===== src/rtl/mxb_pkg.sv =====
package mxb_pkg;

    localparam int MXB_AW     = 16;
    localparam int MXB_DW     = 32;
    localparam int MXB_BYTES  = MXB_DW / 8;
    localparam int MXB_LEN_W  = 3;
    localparam int MXB_LANE_W = $clog2(MXB_BYTES);

    typedef enum logic [2:0] {
        ST_IDLE,
        ST_ALE,
        ST_ADDR,
        ST_STRB,
        ST_GAP,
        ST_FIN
    } mxb_state_e;

    typedef struct packed {
        logic [MXB_AW-1:0]    addr;
        logic                 wr;
        logic [MXB_LEN_W-1:0] len;
        logic [MXB_DW-1:0]    data;
    } mxb_req_t;

    // Number of high cycles after a strobe before the next bus action.
    function automatic logic [2:0] gap_cycles(input logic incr, input logic fast,
                                              input logic wr);
        if (incr)      return wr ? 3'd3 : 3'd4;
        else if (fast) return 3'd1;
        else           return 3'd2;
    endfunction

    // Legal when 1..4 bytes and the run stays inside one 32-bit word.
    function automatic logic span_ok(input logic [MXB_LANE_W-1:0] lane,
                                     input logic [MXB_LEN_W-1:0] len);
        logic [3:0] last;
        last = {{(4-MXB_LANE_W){1'b0}}, lane} + {1'b0, len};
        return (len != '0) && ({1'b0, len} <= 4'(MXB_BYTES)) &&
               (last <= 4'(MXB_BYTES));
    endfunction

endpackage


===== src/rtl/mxb_sync.sv =====
module mxb_sync #(
    parameter int STAGES  = 2,
    parameter bit RST_VAL = 1'b1
) (
    input  logic clk,
    input  logic rst,
    input  logic d,
    output logic q
);
    logic [STAGES-1:0] sr;

    always_ff @(posedge clk) begin
        if (rst) sr <= {STAGES{RST_VAL}};
        else     sr <= {sr[STAGES-2:0], d};
    end

    assign q = sr[STAGES-1];
endmodule


===== src/rtl/mxb_req_check.sv =====
module mxb_req_check
    import mxb_pkg::*;
(
    input  logic [MXB_LANE_W-1:0] lane,
    input  logic [MXB_LEN_W-1:0]  len,
    output logic                  legal
);
    always_comb legal = span_ok(lane, len);
endmodule


===== src/rtl/mxb_strobe_timer.sv =====
module mxb_strobe_timer #(
    parameter int TMR_W = 8
) (
    input  logic             clk,
    input  logic             rst,
    input  logic             active,
    input  logic [TMR_W-1:0] limit,
    input  logic             use_rdy,
    input  logic             forced,
    input  logic             rdy_s,
    output logic             strb_last,
    output logic             ovf_evt
);
    logic [TMR_W-1:0] cnt;
    logic             expired;

    always_ff @(posedge clk) begin
        if (rst || !active)   cnt <= '0;
        else if (cnt != '1)   cnt <= cnt + 1'b1;
    end

    always_comb begin
        expired   = (cnt >= limit);
        strb_last = active && expired && (!use_rdy || rdy_s || forced);
        ovf_evt   = active && use_rdy && (cnt == limit) && !rdy_s;
    end
endmodule


===== src/rtl/mxbus_cycle_ctrl.sv =====
module mxbus_cycle_ctrl
    import mxb_pkg::*;
#(
    parameter int TMR_W       = 8,
    parameter int SYNC_STAGES = 2
) (
    input  logic                 clk,
    input  logic                 rst,
    input  logic                 start,
    input  logic [MXB_AW-1:0]    req_addr,
    input  logic                 req_wr,
    input  logic [MXB_LEN_W-1:0] req_len,
    input  logic [MXB_DW-1:0]    req_wdata,
    input  logic [TMR_W-1:0]     cfg_timeout,
    input  logic                 cfg_fast,
    input  logic                 cfg_incr,
    input  logic                 cfg_moto,
    input  logic                 cfg_use_rdy,
    input  logic                 rdy_in,
    input  logic [7:0]           ad_in,
    input  logic                 clr_flags,
    output logic                 ale,
    output logic                 rd_n,
    output logic                 wr_n,
    output logic [MXB_AW-1:0]    ad_out,
    output logic                 ad_oe,
    output logic [MXB_DW-1:0]    rdata,
    output logic                 busy,
    output logic                 done,
    output logic                 to_flag,
    output logic                 fe_flag
);
    localparam int IDX_W = MXB_LEN_W;

    mxb_state_e           state;
    mxb_req_t             req;
    logic [IDX_W-1:0]     idx;
    logic [2:0]           gcnt;
    logic [MXB_DW-1:0]    rdata_q;
    logic                 to_q, fe_q;

    logic                 rdy_s;
    logic                 legal;
    logic                 strb_last, ovf_evt;
    logic                 in_strb, last_byte, gap_end;
    logic [2:0]           glen;
    logic [MXB_AW-1:0]    cur_addr;
    logic [7:0]           cur_byte;

    mxb_sync #(.STAGES(SYNC_STAGES), .RST_VAL(1'b1)) u_rdy_sync (
        .clk (clk),
        .rst (rst),
        .d   (rdy_in),
        .q   (rdy_s)
    );

    mxb_req_check u_check (
        .lane  (req_addr[MXB_LANE_W-1:0]),
        .len   (req_len),
        .legal (legal)
    );

    mxb_strobe_timer #(.TMR_W(TMR_W)) u_timer (
        .clk       (clk),
        .rst       (rst),
        .active    (in_strb),
        .limit     (cfg_timeout),
        .use_rdy   (cfg_use_rdy),
        .forced    (cfg_moto),
        .rdy_s     (rdy_s),
        .strb_last (strb_last),
        .ovf_evt   (ovf_evt)
    );

    always_comb begin
        in_strb   = (state == ST_STRB);
        last_byte = (idx == req.len - 1'b1);
        glen      = gap_cycles(cfg_incr, cfg_fast, req.wr);
        gap_end   = (gcnt == glen - 3'd1);
        cur_addr  = req.addr + {{(MXB_AW-IDX_W){1'b0}}, idx};
        cur_byte  = req.data[{idx[MXB_LANE_W-1:0], 3'b000} +: 8];
    end

    // Sequencer
    always_ff @(posedge clk) begin
        if (rst) begin
            state   <= ST_IDLE;
            req     <= '0;
            idx     <= '0;
            gcnt    <= '0;
            rdata_q <= '0;
        end else begin
            unique case (state)
                ST_IDLE: begin
                    if (start && legal) begin
                        req.addr <= req_addr;
                        req.wr   <= req_wr;
                        req.len  <= req_len;
                        req.data <= req_wdata;
                        idx      <= '0;
                        rdata_q  <= '0;
                        state    <= ST_ALE;
                    end
                end
                ST_ALE:  state <= ST_ADDR;
                ST_ADDR: state <= ST_STRB;
                ST_STRB: begin
                    if (strb_last) begin
                        if (!req.wr)
                            rdata_q[{idx[MXB_LANE_W-1:0], 3'b000} +: 8] <= ad_in;
                        if (last_byte) begin
                            state <= ST_FIN;
                        end else begin
                            idx   <= idx + 1'b1;
                            gcnt  <= '0;
                            state <= ST_GAP;
                        end
                    end
                end
                ST_GAP: begin
                    if (gap_end) state <= cfg_incr ? ST_ALE : ST_STRB;
                    else         gcnt  <= gcnt + 3'd1;
                end
                ST_FIN:  state <= ST_IDLE;
                default: state <= ST_IDLE;
            endcase
        end
    end

    // Sticky status; a new event wins over a clear in the same cycle.
    always_ff @(posedge clk) begin
        if (rst) begin
            to_q <= 1'b0;
            fe_q <= 1'b0;
        end else begin
            if (ovf_evt)        to_q <= 1'b1;
            else if (clr_flags) to_q <= 1'b0;
            if (state == ST_IDLE && start && !legal) fe_q <= 1'b1;
            else if (clr_flags)                      fe_q <= 1'b0;
        end
    end

    // Bus outputs decoded from registered state
    always_comb begin
        ale    = (state == ST_ALE);
        rd_n   = !(in_strb && !req.wr);
        wr_n   = !(in_strb && req.wr);
        ad_oe  = (state == ST_ALE) || (state == ST_ADDR) || (in_strb && req.wr);
        if (state == ST_ALE || state == ST_ADDR) ad_out = cur_addr;
        else if (in_strb && req.wr)              ad_out = {8'h00, cur_byte};
        else                                     ad_out = '0;
        busy    = (state != ST_IDLE);
        done    = (state == ST_FIN);
        rdata   = rdata_q;
        to_flag = to_q;
        fe_flag = fe_q;
    end
endmodule


===== config.mk =====
export PLATFORM = sky130hd
export DESIGN_NAME = mxbus_cycle_ctrl
export DESIGN_NICKNAME = d
export VERILOG_FILES = /design/src/rtl/mxb_pkg.sv /design/src/rtl/mxb_sync.sv /design/src/rtl/mxb_req_check.sv /design/src/rtl/mxb_strobe_timer.sv /design/src/rtl/mxbus_cycle_ctrl.sv
export SDC_FILE = /design/constraint.sdc
export NUM_CORES = 1
export LEC_CHECK = 0
export BUFFER_PORTS_ARGS = -buffer_cell sky130_fd_sc_hd__buf_2
export CELL_PAD_IN_SITES_DETAIL_PLACEMENT = 0
export CELL_PAD_IN_SITES_GLOBAL_PLACEMENT = 1
export CORE_AREA = 4 4 115 128
export CTS_BUF_LIST = sky130_fd_sc_hd__clkbuf_2
export DETAILED_ROUTE_END_ITERATION = 16
export DIE_AREA = 0 0 119 132
export GPL_TIMING_DRIVEN = 0
export MAX_ROUTING_LAYER = met4
export PLACE_DENSITY_LB_ADDON = 0.1
export SYNTH_ARGS = -nofsm -noshare
export SYNTH_HDL_FRONTEND = slang
export SYNTH_SLANG_ARGS = --single-unit

===== constraint.sdc =====
create_clock -name clk -period 7.25 [get_ports clk]
set_input_delay 0 -clock clk [delete_from_list [all_inputs] [get_ports clk]]
set_output_delay 0 -clock clk [all_outputs]
set_load 0.005 [all_outputs]

# [Yosys cells after proc, flatten, opt, wreduce, memory -nomap -nowiden]
# Index checks and enable logic that the tools add are counted.
[word_totals] reg_bits=105 latch_bits=0 mem_bits_rw=0 romBits=0 in_bits=77 output_inout_bits=56 word_cells=104 memories=0
[op_classes] addsub=8 n_mul=0 n_div=0 n_lt_le_gt_ge=3 n_eq_ne=15 n_shift=3 mux=27 bitwise_logic=0 reduce_logical=36
[op_table] cell="2-to-1 mux 32 bit" count=3
[op_table] cell="one-hot mux 32 bit (2 select lines)" count=1
[op_table] cell="2-to-1 mux 3 bit" count=11
[op_table] cell="bitwise mux 32 bit" count=1
[op_table] cell="variable shift 8 x 7 -> 32 bit (first input constant)" count=1
[op_table] cell="indexed part select 32 x 6 -> 8 bit" count=1
[op_table] cell="indexed part select 8 x 7 -> 32 bit" count=1
[op_table] cell="adder 16 x 3 -> 16 bit" count=1
[op_table] cell="2-to-1 mux 16 bit" count=1
[op_table] cell="one-hot mux 3 bit (5 select lines)" count=1
[op_table] cell="logical AND 1 bit" count=12
[op_table] cell="inequality test 2 bit (second input constant)" count=6
[op_table] cell="one-hot mux 3 bit (2 select lines)" count=2
[op_table] cell="AND reduction 4 bit" count=3
[op_table] cell="adder 8 x 1 -> 8 bit (second input constant)" count=1
[op_table] cell="== test 8 bit" count=1
[op_table] cell="greater-or-equal comparator 8 bit" count=1
[op_table] cell="2-to-1 mux 8 bit" count=1
[op_table] cell="inequality test 8 bit (second input constant)" count=1
[op_table] cell="nonzero test 2 bit" count=4
[op_table] cell="zero test 1 bit" count=7
[op_table] cell="negator 5 -> 7 bit" count=1
[op_table] cell="adder 3 x 1 -> 3 bit (second input constant)" count=2
[op_table] cell="== test 3 x 2 -> 1 bit (second input constant)" count=2
[op_table] cell="14 further kinds" count=26

# [Longest topological paths before layout]
# Gate-level depths: netlist of run 1.
[logic_depth] ltp_word=6 mapped_depth=11 mapped_depth_nobuf=9

# [Modules after synthesis]
# A second synthesis of run 1 with hierarchy kept.
[unflattened] hier_cells=645 area_unflattened_um2=5470.2
[modules_own_cells] module="mxbus_cycle_ctrl" instances=1 cells_per_inst=555 area_each_um2=4714.5 seq_area_each_um2=1901.8
[modules_own_cells] module="mxb_strobe_timer" instances=1 cells_per_inst=73 area_each_um2=585.6 seq_area_each_um2=160.2
[modules_own_cells] module="mxb_req_check" instances=1 cells_per_inst=13 area_each_um2=117.6 seq_area_each_um2=0.0
[modules_own_cells] module="mxb_sync" instances=1 cells_per_inst=4 area_each_um2=52.6 seq_area_each_um2=40.0

# [Worst setup path before layout of run 1]
# OpenSTA, ideal clock, no wires.
[synth_timing] path_type="reg2reg" start="reg u_timer.cnt[0]" end="reg rdata_q[8] (netlist: rdata[8])" setup_time_ns=0.071 t_arrival_ns=2.497 required_time_ns=7.179 slack_ns=4.682 stages_incl_launch_ff=11 n_path_buf=2 synth_period_minus_slack_ns=2.568 path_cell_list="dfxtp_1 > inv_1 > ha_1 > nand2b_1 > a2111o_1 > a2111oi_4 > or4_4 > buf_6 > clkbuf_1 > o21ai_0 > a21oi_1"
[synth_via] elab_chain_len=5
[synth_rtl] element="start, declared" line="mxb_strobe_timer.sv:14" source="logic [TMR_W-1:0] cnt;"
[synth_rtl] element="start signal, assigned" line="mxb_strobe_timer.sv:19" source="else if (cnt != '1) cnt <= cnt + 1'b1;"
[synth_rtl] element="greater-or-equal comparator 8 bit" line="mxb_strobe_timer.sv:23" source="expired = (cnt >= limit);"
[synth_rtl] element="logical AND 1 bit (2 in series)" line="mxb_strobe_timer.sv:24" source="strb_last = active && expired && (!use_rdy || rdy_s || forced);"
[synth_rtl] element="inequality test 2 bit (no line)"
[synth_rtl] element="AND reduction 4 bit (no line)"
[synth_rtl] element="end signal, assigned by index" line="mxbus_cycle_ctrl.sv:110" source="rdata_q[{idx[MXB_LANE_W-1:0], 3'b000} +: 8] <= ad_in;"
[synth_rtl] element="end, declared" line="mxbus_cycle_ctrl.sv:39" source="logic [MXB_DW-1:0] rdata_q;"
# Every way passes these cells.
# A chain may end at the register's enable or synchronous reset.

# [Final worst setup path of run 1]
[layout_timing] start="reg idx[1]" end="out ad_out[6]"
[layout_via] elab_chain_len=3 word_cells_on_any_way=4 classes_between="1 x add/sub; 1 x shift; 2 x mux"
[layout_rtl] element="start, declared" line="mxbus_cycle_ctrl.sv:37" source="logic [IDX_W-1:0] idx;"
[layout_rtl] element="start signal, assigned" line="mxbus_cycle_ctrl.sv:114" source="idx <= idx + 1'b1;"
[layout_rtl] element="indexed part select 32 x 6 -> 8 bit" line="mxbus_cycle_ctrl.sv:81" source="cur_byte = req.data[{idx[MXB_LANE_W-1:0], 3'b000} +: 8];"
[layout_rtl] element="2-to-1 mux 8 bit" line="mxbus_cycle_ctrl.sv:150" source="else if (in_strb && req.wr) ad_out = {8'h00, cur_byte};"
[layout_rtl] element="2-to-1 mux 16 bit (*)" line="mxbus_cycle_ctrl.sv:149" source="if (state == ST_ALE || state == ST_ADDR) ad_out = cur_addr;"
[layout_rtl] element="end, declared" line="mxbus_cycle_ctrl.sv:25" source="output logic [MXB_AW-1:0] ad_out,"
# Mark *: on every way between the ends. The rest lies on a longest branch, timed or not.

==> summary.md, run 1 <==
| Metric | Value |
|---|---|
| Status | `finished, final reports clean` |
| Initial core utilization | `between 30% and 40%` |
| Slew HR | `between 30 and 40%` |
| # H-tree levels | `3` |
| Final Hold Fails | `0` |
| Critical Path AT | `roughly 3.5 ns` |
| Share of layout cells above drive strength 1 | `about a fifth` |
| Crit path kind | `flop to primary output` |
| Synthesized area per cell | `approximately 8.1 um2` |
| # port buffers | `about 130` |
| Final cell count without fillers | `1056` |
| Beginning of the worst hold path | `cfg_use_rdy` |
| Top FF cell, synth | `dfxtp_1` |
| Worst R2R Setup Slack | `~4.2 ns` |
| Hold Path End | `state[0]` |
| R2r endpoint | `rdata[9]` |
| RSZ-0062 raised after global routing | `no` |
| Hold Path Class | `primary input to flop` |
| Synth area leaders | `dfxtp_1, a21oi_1, nand2_1, ha_1, o21ai_0` |
| Post-CTS Setup Bufs | `0` |
| Worst-Margin Slew | `0.895 ns` |
| Top layer in use | `met4` |
| WL/cell | `15.0 um` |
| Flops & latches, synth | `between 100 and 150` |
| Hold Path Depth | `4` |
| Via Count | `roughly 5300` |
| Inst Count DP | `971` |
| Asr flop ratio synth | `0%` |
| R2r startpoint | `u_timer.cnt[0]` |
| Min Tclk post-route | `around 3.5 ns` |
| Total CTS buffers | `9` |
| Pwr dens | `173 nW/um2` |
| Clock tree buffer depth | `2` |
| First-pass GRT wire length | `~26000 um` |
| Sequential area share after synthesis | `about two fifths` |
| DR iter-0 viols | `approximately 260` |
| Fmax | `about 0.28 GHz` |
| DRT met1 WL | `6890 um` |
| WP data required | `~7.3 ns` |
| Vias in the first global route | `5221` |
| GRT Util Overall | `between 20% and 30%` |
| Die X-Extent | `about 120 um` |
| EDFF count, synth | `0` |
| Initial antenna violation count | `0` |
| Max IR drop VDD | `roughly 0.09 mV` |
| Fill cells | `about 1400` |
| Layout area overhead | `33.4%` |
| Setup crit end kind | `primary output` |
| Ant diodes | `0` |
| Die Y | `~130 um` |
| Area leader, netlist | `dfxtp_1` |
| Crit-path most repeated cell | `nor2_1` |
| Number of remaining DRC errors | `0` |
| Post-DR vias/cell | `about 5.0` |
| Slowest stage delay, CP | `~0.54 ns` |
| Synth top area share | `roughly two fifths` |
| Layout Nets | `964` |
| WL met2 | `7960 um` |
| Setup_tns | `0 ns` |
| Syn Inst Count | `652` |
| DP Area | `6180 um2` |
| Total congestion overflow | `0` |
| Clk slew on worst S/H paths | `~0.3 ns` |
| Fin area | `7050 um2` |
| Yosys warnings | `0` |
| FF-to-FF path depth | `10` |
| Total of max-cap violations | `0` |
| Root buffer cell | `clkbuf_2` |
| Routability cong. | `between 0.8 and 0.9` |
| Met3 WL | `706 um` |
| I/O pin count | `133` |
| CTS Sinks | `~110` |
| Initial DRT Pass Iterations | `5` |
| Final setup fails | `0` |
| ANT nets after route | `0` |
| CP Launch Type | `flop` |
| Row Count | `45` |
| Final HPWL DP | `between 10000 and 15000 um` |
| CTS tree | `built` |
| Core outline area | `13600 um2` |
| Max-slew violation count | `0` |
| Clock Skews | `~0.038 ns` |
| Tcrit/Tclk final | `between 40 and 50%` |
| Syn_nets | `753` |
| Largest net degree at the start of global routing | `18` |
| Synth cell types | `50` |
| Critical Path, Cell by Cell | `clkbuf_1 > inv_1 > fa_1 > nor2b_1 > nor2_1 > nor2_1 > nand2_1 > xor2_1 > o21ai_0 > buf_2` |
| Syn Std Cell Area | `between 5000 and 6000 um2` |
| Crit Path Max Fanout | `10` |
| Total Wirelength | `about 16000 um` |
| Die area | `between 15000 and 20000 um2` |
| Clk_lat worst skew | `roughly 0.63 ns` |
| Leak | `around 0.0028 uW` |
| Worst path slowest cell | `clkbuf_1` |
repair_timing:
action                    4_1_cts  5_1_grt
hold buffers                   69        0
resized for setup               0        0
hold endpoints to repair       93        0
stage by stage:
step                setup WS (ns)  power (uW)  util (%)  hold slack (ns)
global placement             4.35         807      45.5            0.186
global route                 3.45        1280      52.0           0.0599
detailed placement           4.33         812      45.5            0.192
CTS                          3.65        1230      52.0           0.0424
floorplan                    4.68         738         -            0.104
finish                       3.73        1220      52.0           0.0680
synthesized netlist by cell type (6+ instances only):
cell type and instances:
nand2_1 117, nand3_1 19, or2_2 6, o21ai_0 43
inv_1 28, a21oi_1 91, o21ai_1 6, xor2_1 15
nand4_1 29, clkbuf_1 34, nor3_1 12, mux4_2 8
ha_1 22, nor2_1 38, or4b_1 8, xnor2_1 9
dfxtp_1 105
how the worst max path moves through the flow:
stage	from	endpoint	slack [ns]
2_1_floorplan	u_timer.cnt[0]	rdata[8]	4.68
3_3_place_gp	u_timer.cnt[0]	rdata[8]	4.35
3_5_place_dp	u_timer.cnt[0]	rdata[13]	4.33
4_1_cts	idx[1]	ad_out[6]	3.65
5_1_grt	idx[1]	ad_out[6]	3.45
6_report	idx[1]	ad_out[6]	3.73
flip-flops by register name, summed over array words and instances (netlist names):
name / count
fe_flag: 1
u_timer.cnt: 8
req: 52
state: 3
to_flag: 1
gcnt: 3
u_rdy_sync.sr: 2
rdata: 32
idx: 3
cell type report:
type                       count  area (um2)  share of cell area (%)
sequential                   105        2100                    29.8
clock inverter                 7         141                    2.00
timing repair buffer         200        1350                    19.1
inverter                      29         109                    1.54
tap                          188         235                    3.33
clock buffer                   9        45.0                   0.639
multi-input combinational    476        2910                    41.2
buffer                        42         168                    2.38
routing by layer:
layer  track usage [%]  vias to the layer above
met3              2.49                       19
met1              24.7                     2462
li1                  -                     2695
met2              36.1                      130
met4              7.41                        0
met5                 -                        -
critical path: cells and delay by family (launching register included):
family	cells	cell delay, ns
buffers and inverters	3	0.95
adder cells (fa/ha/maj)	1	0.49
AND/OR/NAND/NOR	4	0.51
XOR/XNOR	1	0.27
flip-flops	1	0.53
AO/OA/AOI/OAI	1	0.15
cells by family (layout without fill, tap and decap cells):
family / count (synthesis) / after routing / synth area share, %
fa+ha+maj: 24 / 24 / 5.96
simple gates: 257 / 257 / 23.5
flops: 105 / 105 / 39.8
xor+xnor: 25 / 25 / 4.40
mux: 13 / 13 / 4.62
compound gates: 157 / 157 / 16.5
buf+inv: 71 / 287 / 5.23
where the power goes:
part | switching (uW) | internal [uW] | leakage [uW]
logic | 121 | 93.3 | 0.00187
clock network | 207 | 184 | 0.000108
registers | 15.3 | 598 | 0.000850
total | 343 | 876 | 0.00283
layout by cell type, fill, tap and decap left out, types with 2 or more instances in the layout:
cell	count
dlygate4sd3_1	69
mux2i_1	3
nor3_1	12
nand2_1	117
clkbuf_1	34
a31oi_1	2
ha_1	22
nand2b_1	4
and3_1	3
nand3b_1	2
nor2_1	38
and2_1	4
dfxtp_1	105
inv_1	28
xnor2_1	9
bufinv_16	4
or2_2	6
mux4_2	8
o21ai_0	43
clkbuf_2	9
buf_2	133
o21ai_1	6
o31a_1	2
a211oi_1	3
nand3_1	19
fa_1	2
a21oi_1	91
or4b_1	8
and4_1	2
nand4_1	29
nor3b_1	4
a2111o_1	2
buf_1	5
nor4_1	3
clkinv_2	2
nor2b_1	2
xor2_1	15
(Power assumes the default switching activity.)
==> inputs of run 2 (changes only) <==
==> constraint.sdc (replaced) <==
create_clock -name clk -period 3.7 [get_ports clk]
set_input_delay 0 -clock clk [delete_from_list [all_inputs] [get_ports clk]]
set_output_delay 0 -clock clk [all_outputs]
set_load 0.005 [all_outputs]
==> summary.md, run 2 (synthesis gave the netlist of run 1 again) <==
| Metric | Value |
|---|---|
| ANT nets after route | `0` |
| Slowest stage delay, CP | `between 0.5 and 0.6 ns` |
| Clk_lat worst skew | `roughly 0.61 ns` |
| Final HPWL DP | `~12000 um` |
| Layout area overhead | `33.5%` |
| Largest net degree at the start of global routing | `18` |
| Total congestion overflow | `0` |
| CTS tree | `built` |
| Commonest non-fill, non-tap cells in the layout | `buf_2, nand2_1, dfxtp_1, a21oi_1, dlygate4sd3_1` |
| Critical Path AT | `3.22 ns` |
| Worst path slowest cell | `dfxtp_1` |
| Initial core utilization | `around two fifths` |
| Die area | `~16000 um2` |
| Initial antenna violation count | `0` |
| Via Count | `between 5000 and 6000` |
| WL/cell | `roughly 15 um` |
| Final setup fails | `0` |
| Critical Path, Cell by Cell | `clkbuf_2 > inv_1 > fa_1 > nor2b_1 > nor2_1 > nor2_1 > nand2_1 > xor2_1 > o21ai_0 > buf_2` |
| I/O pin count | `roughly 130` |
| Post-DR vias/cell | `~5.0` |
| WP data required | `between 3 and 4 ns` |
| Leak | `about 0.0028 uW` |
| DP Area | `6180 um2` |
| Total Wirelength | `15900 um` |
| Part of the power in combinational logic | `between 10% and 20%` |
| Crit-path most repeated cell | `nor2_1` |
| Die Y | `132 um` |
| Ant diodes | `0` |
| Fin area | `approximately 7100 um2` |
| Switching portion of total power | `28.1%` |
| Share of layout cells above drive strength 1 | `between 15 and 20%` |
| Routability cong. | `around 0.83` |
| Setup crit end kind | `primary output` |
| CTS Sinks | `around 110` |
| Post-CTS Setup Bufs | `0` |
| First-pass GRT wire length | `25700 um` |
| Row Count | `45` |
| Clock Power Share | `32.0%` |
| Seq pwr share | `about half` |
| Setup_tns | `0 ns` |
| Vias in the first global route | `approximately 5200` |
| Layout Nets | `between 900 and 1000` |
| Tcrit/Tclk final | `between 80 and 90%` |
| Root buffer cell | `clkbuf_2` |
| Worst-Margin Slew | `about 0.91 ns` |
| Hold Path Class | `primary input to flop` |
| DR iter-0 viols | `254` |
| Clock Skews | `approximately 0.039 ns` |
| Crit Path Max Fanout | `10` |
| Max IR drop VDD | `0.180 mV` |
| RSZ-0062 raised after global routing | `no` |
| # H-tree levels | `3` |
| # port buffers | `131` |
| Switching power | `between 600 and 700 uW` |
| Number of flip-flops in the largest register | `between 50 and 60` |
| Max-slew violation count | `0` |
| Total CTS buffers | `9` |
| Total of max-cap violations | `0` |
| Die X-Extent | `approximately 120 um` |
| Slew HR | `38.7%` |
| Initial DRT Pass Iterations | `4` |
| Status | `finished, final reports clean` |
| Crit path kind | `flop to primary output` |
| Clk slew on worst S/H paths | `about 0.3 ns` |
| CP Launch Type | `flop` |
| Cell-internal power | `roughly 1700 uW` |
| Core outline area | `about 14000 um2` |
| Commonest non-fill, non-tap cell in the layout | `buf_2` |
| Min Tclk post-route | `about 3.2 ns` |
| Pwr dens | `338 nW/um2` |
| Most flop-heavy register | `req` |
| Final Hold Fails | `0` |
| Number of remaining DRC errors | `0` |
| Fmax | `0.311 GHz` |
| Clock tree buffer depth | `2` |
| GRT Util Overall | `roughly 21%` |
-- run 2: final cells by class --
cell class | instances | area (um2)
inverters | 29 | 109
clock buffers | 9 | 45.0
repair buffers | 200 | 1350
plain buffers | 42 | 169
well taps | 188 | 235
clock inverters | 7 | 141
multi-input cells | 476 | 2910
flip-flops and latches | 105 | 2100
fillers | 1384 | 6510
-- run 2: power groups by stage --
stage                     Clock, uW  Combinational [uW]  Sequential (uW)
final                           764                 420             1200
after global routing            822                 469             1210
after CTS                       781                 424             1200
after detailed placement          0                 368             1220
after global placement            0                 361             1220
after floorplan                   0                 233             1210
-- run 2: path summary, 6_finish.rpt --
check                   startpoint  slack [ns]  depth (start not counted)          endpoint
setup / recovery            idx[1]        0.48                         10         ad_out[6]
setup reg to reg    u_timer.cnt[0]        0.69                         10          rdata[9]
hold reg to reg   u_rdy_sync.sr[0]        0.45                          1  u_rdy_sync.sr[1]
hold / removal         cfg_use_rdy        0.09                          4          state[0]
-- run 2: worst max-delay path: cells and delay by family (launching register included) --
| family | cells | cell delay [ns] |
|---|---|---|
| buffers and inverters | 3 | 0.68 |
| flip-flops | 1 | 0.53 |
| AND/OR/NAND/NOR | 4 | 0.51 |
| adder cells (fa/ha/maj) | 1 | 0.46 |
| XOR/XNOR | 1 | 0.28 |
| AO/OA/AOI/OAI | 1 | 0.15 |
-- run 2: per-layer routing --
layer / track usage, % / wire length (um)
met1: 24.7 / 7020
met2: 36.1 / 7950
met3: 2.49 / 619
met4: 7.41 / 322
met5: - / 0
-- run 2: per-stage QoR --
stage          instances  setup slack, ns  hold WS, ns  total power (uW)  util, %
2_1_floorplan        652             1.13        0.104              1450        -
3_3_place_gp         971            0.797        0.186              1580     45.5
3_5_place_dp         971            0.781        0.192              1590     45.5
4_1_cts             1056           0.0979       0.0424              2410     52.0
5_1_grt             1056            0.210       0.0599              2500     52.0
6_report            1056            0.484       0.0896              2390     52.0
-- run 2: what timing repair did --
action | 4_1_cts | 5_1_grt
endpoints found under the hold margin | 93 | 0
endpoints found under the setup margin | 0 | 1
hold buffers | 69 | 0
gates resized for setup | 0 | 2
